$ cat src/rtl/esr_pkg.sv
package esr_pkg;
  localparam int ADDR_W = 3;

  typedef enum logic [ADDR_W-1:0] {
    ADDR_COND = 3'd0,
    ADDR_RISE = 3'd1,
    ADDR_FALL = 3'd2,
    ADDR_EVT  = 3'd3,
    ADDR_ENA  = 3'd4
  } esr_addr_e;
endpackage

$ cat src/rtl/esr_rst_sync.sv
module esr_rst_sync (
  input  logic clk,
  input  logic rst_n,
  output logic rst_sync_n
);
  logic [1:0] sync_q;

  always_ff @(posedge clk or negedge rst_n) begin
    if (!rst_n) sync_q <= 2'b00;
    else        sync_q <= {sync_q[0], 1'b1};
  end

  assign rst_sync_n = sync_q[1];
endmodule

$ cat src/rtl/esr_mask_bank.sv
module esr_mask_bank
  import esr_pkg::*;
#(
  parameter int W = 8
) (
  input  logic              clk,
  input  logic              rst_n,
  input  logic              wr_en,
  input  logic [ADDR_W-1:0] addr,
  input  logic [W-1:0]      wdata,
  output logic [W-1:0]      rise_msk_o,
  output logic [W-1:0]      fall_msk_o,
  output logic [W-1:0]      ena_msk_o
);
  logic [W-1:0] rise_q, fall_q, ena_q;
  logic [W-1:0] rise_d, fall_d, ena_d;
  logic         rise_we, fall_we, ena_we;

  always_comb begin
    rise_we = wr_en && (addr == ADDR_RISE);
    fall_we = wr_en && (addr == ADDR_FALL);
    ena_we  = wr_en && (addr == ADDR_ENA);
    rise_d  = rise_we ? wdata : rise_q;
    fall_d  = fall_we ? wdata : fall_q;
    ena_d   = ena_we  ? wdata : ena_q;
  end

  always_ff @(posedge clk or negedge rst_n) begin
    if (!rst_n) begin
      rise_q <= '1;
      fall_q <= '0;
      ena_q  <= '0;
    end else begin
      rise_q <= rise_d;
      fall_q <= fall_d;
      ena_q  <= ena_d;
    end
  end

  assign rise_msk_o = rise_q;
  assign fall_msk_o = fall_q;
  assign ena_msk_o  = ena_q;
endmodule

$ cat src/rtl/esr_edge_qual.sv
module esr_edge_qual #(
  parameter int W = 8
) (
  input  logic         clk,
  input  logic         rst_n,
  input  logic [W-1:0] cond_i,
  input  logic [W-1:0] rise_msk,
  input  logic [W-1:0] fall_msk,
  output logic [W-1:0] prev_o,
  output logic [W-1:0] hit_o
);
  logic [W-1:0] prev_q;

  always_ff @(posedge clk or negedge rst_n) begin
    if (!rst_n) prev_q <= '0;
    else        prev_q <= cond_i;
  end

  for (genvar i = 0; i < W; i++) begin : g_bit
    logic went_up, went_down;
    assign went_up   = cond_i[i] & ~prev_q[i];
    assign went_down = ~cond_i[i] & prev_q[i];
    assign hit_o[i]  = (went_up & rise_msk[i]) | (went_down & fall_msk[i]);
  end

  assign prev_o = prev_q;
endmodule

$ cat src/rtl/esr_event_latch.sv
module esr_event_latch #(
  parameter int W = 8
) (
  input  logic         clk,
  input  logic         rst_n,
  input  logic [W-1:0] hit_i,
  input  logic         clr_i,
  output logic [W-1:0] evt_o
);
  logic [W-1:0] evt_q, evt_d;

  always_comb begin
    evt_d = (clr_i ? '0 : evt_q) | hit_i;
  end

  always_ff @(posedge clk or negedge rst_n) begin
    if (!rst_n) evt_q <= '0;
    else        evt_q <= evt_d;
  end

  assign evt_o = evt_q;
endmodule

$ cat src/rtl/evt_status_level.sv
module evt_status_level
  import esr_pkg::*;
#(
  parameter int W = 8
) (
  input  logic              clk,
  input  logic              rst_n,
  input  logic [W-1:0]      cond_i,
  input  logic              wr_en,
  input  logic              rd_en,
  input  logic [ADDR_W-1:0] addr,
  input  logic [W-1:0]      wdata,
  output logic [W-1:0]      rdata_o,
  output logic              summary_o
);
  logic         rst_sync_n;
  logic [W-1:0] rise_msk, fall_msk, ena_msk;
  logic [W-1:0] prev_cond, hit, evt;
  logic         evt_clr;

  esr_rst_sync u_rst (
    .clk        (clk),
    .rst_n      (rst_n),
    .rst_sync_n (rst_sync_n)
  );

  esr_mask_bank #(.W(W)) u_masks (
    .clk        (clk),
    .rst_n      (rst_sync_n),
    .wr_en      (wr_en),
    .addr       (addr),
    .wdata      (wdata),
    .rise_msk_o (rise_msk),
    .fall_msk_o (fall_msk),
    .ena_msk_o  (ena_msk)
  );

  esr_edge_qual #(.W(W)) u_edge (
    .clk      (clk),
    .rst_n    (rst_sync_n),
    .cond_i   (cond_i),
    .rise_msk (rise_msk),
    .fall_msk (fall_msk),
    .prev_o   (prev_cond),
    .hit_o    (hit)
  );

  assign evt_clr = rd_en && (addr == ADDR_EVT);

  esr_event_latch #(.W(W)) u_evt (
    .clk   (clk),
    .rst_n (rst_sync_n),
    .hit_i (hit),
    .clr_i (evt_clr),
    .evt_o (evt)
  );

  always_comb begin
    rdata_o = '0;
    if (rd_en) begin
      case (addr)
        ADDR_COND: rdata_o = cond_i;
        ADDR_RISE: rdata_o = rise_msk;
        ADDR_FALL: rdata_o = fall_msk;
        ADDR_EVT:  rdata_o = evt;
        ADDR_ENA:  rdata_o = ena_msk;
        default:   rdata_o = '0;
      endcase
    end
  end

  assign summary_o = |(evt & ena_msk);
endmodule

$ cat config.mk
export PLATFORM = sky130hd
export DESIGN_NAME = evt_status_level
export DESIGN_NICKNAME = d
export VERILOG_FILES = /design/src/rtl/esr_pkg.sv /design/src/rtl/esr_rst_sync.sv /design/src/rtl/esr_mask_bank.sv /design/src/rtl/esr_edge_qual.sv /design/src/rtl/esr_event_latch.sv /design/src/rtl/evt_status_level.sv
export SDC_FILE = /design/constraint.sdc
export NUM_CORES = 1
export LEC_CHECK = 0
export BUFFER_PORTS_ARGS = -buffer_cell sky130_fd_sc_hd__buf_2
export CAP_MARGIN = 20
export CORE_MARGIN = 8
export CORE_UTILIZATION = 55
export DETAILED_ROUTE_END_ITERATION = 6
export GPL_TIMING_DRIVEN = 0
export PLACE_DENSITY = 0.77
export SLEW_MARGIN = 20
export SYNTH_ARGS = -nofsm -noshare
export SYNTH_HDL_FRONTEND = slang
export SYNTH_HIERARCHICAL = 1
export SYNTH_SLANG_ARGS = --single-unit
$ cat constraint.sdc
create_clock -name clk -period 1.5 [get_ports clk]
set_input_delay 0.15 -clock clk [delete_from_list [all_inputs] [get_ports clk]]
set_output_delay 0.15 -clock clk [all_outputs]
set_load 0.02 [all_outputs]
==> impl_metrics.yaml, run 1 <==
die:
  core_area_sq_um: 4000
  num_rows: 23
  die_w_microns: 80.3
  start_util: 0.569
  die-area_sq_um: 6450
  pin_count: 32
  fp.dieH_microns: 80.3
clock_network:
  cts_made_buffers: 5
  cts_root_buffer: "clkbuf_8"
  htreeDepth: 2
  clk_path_buf_depth: 2
  numClockSinks: 42
  path_clk_slew_ns: 0.09
  cts_tree: "done"
  worstSkewPairLatency_ns: 0.30
worst_hold_path:
  hold_class: "flop to asynchronous set/reset pin"
sta:
  maxSlewViolCount: 0
  fin_crit_sh: 1.01
  finalHoldViolCount: 0
  post-route-min-period_ns: 1.51
  fmax_mhz: 661
  whs_ns: 0.0854
  fin_skew_ns: 0.00967
  postLayoutSetupSlackWorst_ns: -0.0120
  grt_setup_unrepaired: "true"
  setup_viol: 3
drt:
  first_pass_iters: 4
  vias_per_cell: 5.85
  ant_nets: 0
  route.vias.total: 1715
  drt_iter0_drc: 154
  avgRoutedWirePerCell_microns: 19.5
  wl_mm: 5.72
  drcViolationCount: 0
power_and_ir_drop:
  irDropWorstVdd_uv: 791
  p_per_area_nw_per_um2: 1100
  power.switching_uw: 906
  intPower_mw: 2.20
  leakage_nw: 1.28
  power_mw: 3.11
  seqPwrFrac: 0.495
  combinationalPowerShare: 0.271
  p_sw_frac: 0.291
  p_clk_frac: 0.233
placement:
  io_buffers: 31
  post-place-cells: 264
  gp_congestion: 0.823
  placed_area_sq_um: 2510
  place_hpwl_mm: 3.72
run_status:
  violations: "setup timing"
  status: "finished, violations left"
worst_setup_path:
  cp_data_arrival_time_ns: 1.36
  worst_setup_path_end_kind: "primary output"
  cp.required_ns: 1.35
  crit_fanout: 3
  r2r_setup_slack_ns: 0.52
  criticalPathCategory: "flop to primary output"
  r2r_cells: 4
  worst_setup_path_start_kind: "flop"
global_route:
  grt_pass1_vias: 1812
  gr-usage-all-layers: 0.180
  grt_antenna_before_repair: 0
  overflow: 0
  grt_pass1_wl_mm: 8.95
  grt_max_degree: 37
yosys:
  yosysWarnings: 6
  synth_xor_area_frac: 0
  synth_seq_area_share: 0.466
  synthCells: 182
  synth_nets: 205
  synth_seq_cells: 42
  synth_compound_area_frac: 0.151
  avgSynthCellArea_sq_um: 12.5
  mappedNetlistArea_sq_um: 2280
  ys_types: 26
  muxShareOfSynthArea: 0.194
  synthAdderAreaFrac: 0
  synth_top_family_by_area: "multiplexers"
  synthSimpleGateAreaFrac: 0.124
finish:
  fillCellCount: 282
  stdcell_area_sq_um: 2830
  drive_above_1_share: 0.449
  area_delta_synth_final_pct: 24.2
  diodes: 0
  final_cells: 293
  nNetsFinal: 265
flow_run:
  maxCapViolCount: 0
[cell usage after synthesis]
cell type	count	area, sq um
a21o_1	8	60.1
a21oi_1	8	40.0
a22oi_1	4	30.0
and2_1	1	6.26
and4b_1	1	10.0
and4bb_1	3	37.5
buf_2	5	25.0
buf_4	1	7.51
buf_6	7	78.8
conb_1	1	3.75
dfrtp_1	34	851
dfstp_2	8	210
inv_1	8	30.0
inv_2	1	3.75
mux2_4	24	360
mux2i_1	8	80.1
nand2_1	8	30.0
nand2b_1	1	6.26
nand3b_1	24	180
nand4_1	1	6.26
o21a_1	8	60.1
o21ai_1	1	5.00
o21ai_2	8	70.1
o32ai_1	7	61.3
o32ai_2	1	16.3
or2_1	1	6.26
[power groups by stage]
stage	logic, mW	registers, mW	clock network, mW
finish	0.844	1.54	0.726
global route	0.896	1.57	0.788
CTS	0.769	1.54	0.722
detailed placement	0.675	1.57	0
global placement	0.622	1.57	0
floorplan	0.514	1.52	0
[state kept, by name (all words and copies together) (netlist names)]
signal and cells:
u_edge/prev_o 8, u_rst/sync_q 2, u_masks/ena_msk_o 8, u_masks/rise_msk_o 8
u_evt/evt_o 8, u_masks/fall_msk_o 8
[worst paths after layout]
kind,startpoint,endpoint
setup / recovery,u_evt/evt_o[6]$_DFF_PN0_,rdata_o[6]
hold / removal,u_rst/sync_q[1]$_DFF_PN0_,u_evt/evt_o[7]$_DFF_PN0_
max in group asynchronous,u_rst/sync_q[1]$_DFF_PN0_,u_masks/rise_msk_o[4]$_DFFE_PN1P_
setup reg to reg,u_masks/rise_msk_o[3]$_DFFE_PN1P_,u_evt/evt_o[3]$_DFF_PN0_
hold reg to reg,u_rst/sync_q[1]$_DFF_PN0_,u_evt/evt_o[7]$_DFF_PN0_
min in group clk,wdata[3],u_masks/ena_msk_o[3]$_DFFE_PN0P_
[layout by cell type, fill, tap and decap left out, drive strengths merged]
master,count
and4bb,3
nand3b,24
buf,57
nand2,8
a21o,8
nand2b,1
o21a,8
a21oi,8
clkbuf,6
conb,1
and2,1
dlygate4sd3,9
clkinv,2
o21ai,9
dfrtp,34
and4b,1
o32ai,8
or2,1
a22oi,4
dfstp,8
inv,9
mux2i,8
mux2,24
nand4,1
[stage by stage]
step	TNS, ns	setup slack [ns]	util
finish	-0.0294	-0.0120	0.707
global route	-0.416	-0.0726	0.707
CTS	-0.0224	-0.0216	0.690
detailed placement	0	0.0615	0.629
global placement	-2.66	-0.0846	0.623
floorplan	0	0.259	-
[area by class of cell]
| class | count | area (sq um) | area share |
|---|---|---|---|
| clock buffers | 6 | 72.6 | 0.0257 |
| well taps | 50 | 62.6 | 0.0221 |
| clock inverters | 2 | 10.0 | 0.00354 |
| plain buffers | 13 | 111 | 0.0394 |
| multi-input cells | 118 | 1080 | 0.382 |
| repair buffers | 53 | 394 | 0.139 |
| flip-flops and latches | 42 | 1060 | 0.376 |
| inverters | 9 | 33.8 | 0.0119 |
[critical path: stages (launching register included)]
cell and delay [ns]:
dfrtp_1 0.40, mux2i_1 0.17, o32ai_2 0.11, o21a_1 0.21, buf_4 0.16
[timing repair]
| item | CTS | global route |
|---|---|---|
| setup endpoints to repair | 8 | 8 |
| gates cloned | 0 | 0 |
| hold endpoints to repair | 10 | 0 |
| resized for setup | 12 | 3 |
| hold buffers | 9 | 0 |
| setup buffers | 5 | 7 |
| pin swaps | 10 | 2 |
[kinds of logic after synthesis]
kind of cell / count (synthesis)
compound gates: 45
buf+inv: 22
flops: 42
mux: 32
other cells: 1
simple gates: 40
[per-layer routing]
layer,up-vias,track usage,wire length (microns)
li1,779,-,-
met1,854,0.209,2300
met2,69,0.308,2950
met3,13,0.0491,366
met4,0,0.0691,100
met5,-,0,0
No activity file was read; power rests on OpenSTA's default activity.
==> inputs of run 2 (changes only) <==
- CORE_ASPECT_RATIO: not set -> 2
- CORE_UTILIZATION: 55 -> 45
- MAX_ROUTING_LAYER: not set -> met4
- PLACE_DENSITY: 0.77 -> 0.65
==> run 2 against run 1 <==
Net effect:
- the run still ends with setup timing left
- clock skew shrank 0.0047 ns
- clock-buffer cell count up 1
- clock power is 1% higher
- sequential power hardly changed
==> impl_metrics.yaml, run 2 (synthesized netlist as in run 1, its figures left out) <==
die:
  core_area_sq_um: 4860
  die-area_sq_um: 7730
  fp.dieH_microns: 117
  num_rows: 36
  pin_count: 32
  die_w_microns: 66.3
  start_util: 0.468
clock_network:
  clk_path_buf_depth: 2
  cts_made_buffers: 5
  worstSkewPairLatency_ns: 0.29
  cts_root_buffer: "clkbuf_8"
  path_clk_slew_ns: 0.08
  numClockSinks: 42
  htreeDepth: 2
  cts_tree: "done"
drt:
  drt_iter0_drc: 75
  ant_nets: 0
  wl_mm: 5.51
  first_pass_iters: 6
  vias_per_cell: 5.58
  avgRoutedWirePerCell_microns: 18.9
  route.vias.total: 1629
  drcViolationCount: 0
finish:
  nNetsFinal: 258
  multi_input_area_sq_um: 1080
  drive_above_1_share: 0.447
  final_cells: 292
  area_delta_synth_final_pct: 23.0
  fillCellCount: 440
  regArea_sq_um: 1060
  final_common_cell: "dfrtp_1"
  layout_common_cells: "33 x dfrtp_1, 26 x buf_2, 24 x nand3b_1, 24 x mux2_4, 12 x buf_6"
  stdcell_area_sq_um: 2800
  diodes: 0
power_and_ir_drop:
  p_per_area_nw_per_um2: 1090
  leakage_nw: 1.25
  irDropWorstVdd_uv: 753
global_route:
  grt_antenna_before_repair: 0
  gr-usage-all-layers: 0.154
  grt_pass1_wl_mm: 8.80
  grt_max_degree: 22
  overflow: 0
  grt_pass1_vias: 1745
placement:
  gp_congestion: 0.794
  io_buffers: 31
  placed_area_sq_um: 2530
  post-place-cells: 271
  place_hpwl_mm: 3.88
sta:
  finalHoldViolCount: 0
  maxSlewViolCount: 0
  setup_viol: 1
  fin_crit_sh: 1.00
  postLayoutSetupSlackWorst_ns: -0.00172
  post-route-min-period_ns: 1.50
  fin_skew_ns: 0.00498
  grt_setup_unrepaired: "true"
  fmax_mhz: 666
  setup_tns_ns: -0.00172
worst_setup_path:
  crit_path_start: "u_masks/rise_msk_o[2]$_DFFE_PN1P_"
  crit_fanout: 2
  cp_data_arrival_time_ns: 1.35
  cp.required_ns: 1.35
  worst_setup_path_end_kind: "primary output"
  worst_setup_path_start_kind: "flop"
  criticalPathCategory: "flop to primary output"
  reg2reg_from: "u_masks/rise_msk_o[2]$_DFFE_PN1P_"
run_status:
  status: "finished, violations left"
  violations: "setup timing"
flow_run:
  maxCapViolCount: 0
worst_hold_path:
  hold_class: "primary input to flop"
  hp-start: "cond_i[0]"
run 2: worst paths after layout:
| check | cells after the start | slack [ns] | endpoint |
|---|---|---|---|
| worst max-delay path | 4 | -0.002 | rdata_o[2] |
| worst min-delay path | 1 | 0.006 | u_edge/prev_o[0]$_DFF_PN0_ |
| worst max register to register | 4 | 0.53 | u_evt/evt_o[2]$_DFF_PN0_ |
| worst min register to register | 0 | 0.23 | u_edge/prev_o[7]$_DFF_PN0_ |
| max in group asynchronous | 1 | 0.72 | u_masks/rise_msk_o[4]$_DFFE_PN1P_ |
| min in group asynchronous | 2 | 0.16 | u_rst/sync_q[1]$_DFF_PN0_ |
run 2: area by class of cell:
cell class | instances | share of cell area
Buffer | 13 | 0.0416
Clock buffer | 7 | 0.0308
Inverter | 9 | 0.0121
Multi-Input combinational cell | 118 | 0.388
Sequential cell | 42 | 0.380
Tap cell | 57 | 0.0255
Timing Repair Buffer | 46 | 0.123
run 2: routing by layer:
layer | routed length, microns | share of wire | track usage
met3 | 132 | 0.024 | 0.0288
met2 | 2990 | 0.54 | 0.267
met1 | 2300 | 0.42 | 0.168
met4 | 91 | 0.017 | 0.0545
met5 | 0 | 0 | -
run 2: power by group:
group | switching, mW | internal [mW]
combinational | 0.296 | 0.477
clock | 0.367 | 0.365
sequential | 0.185 | 1.37
run 2: through the flow:
stage          power [mW]  utilization  hold WS (ns)  worst slack (ns)
6_report             3.06        0.575       0.00642          -0.00172
5_1_grt              3.21        0.575       0.00644           -0.0426
4_1_cts              3.06        0.565       0.00393          0.000279
3_5_place_dp         2.25        0.520       -0.0640            0.0706
3_3_place_gp         2.22        0.514       -0.0649            -0.205
2_1_floorplan        2.03            -        -0.146             0.259
run 2: what timing repair did:
action                                 CTS  global route
setup endpoints to repair                7             8
pin swaps                                4            10
resized for setup                        8            11
buffers inserted                         5             2
gates cloned                             0             0
hold buffers                             7             0
endpoints found under the hold margin    8             0
run 2: critical path, cell delays in order, from the launching register on:
cell and delay, ns:
dfstp_2 0.56, nand3b_1 0.08, a21oi_1 0.13, o21a_1 0.17
buf_6 0.13
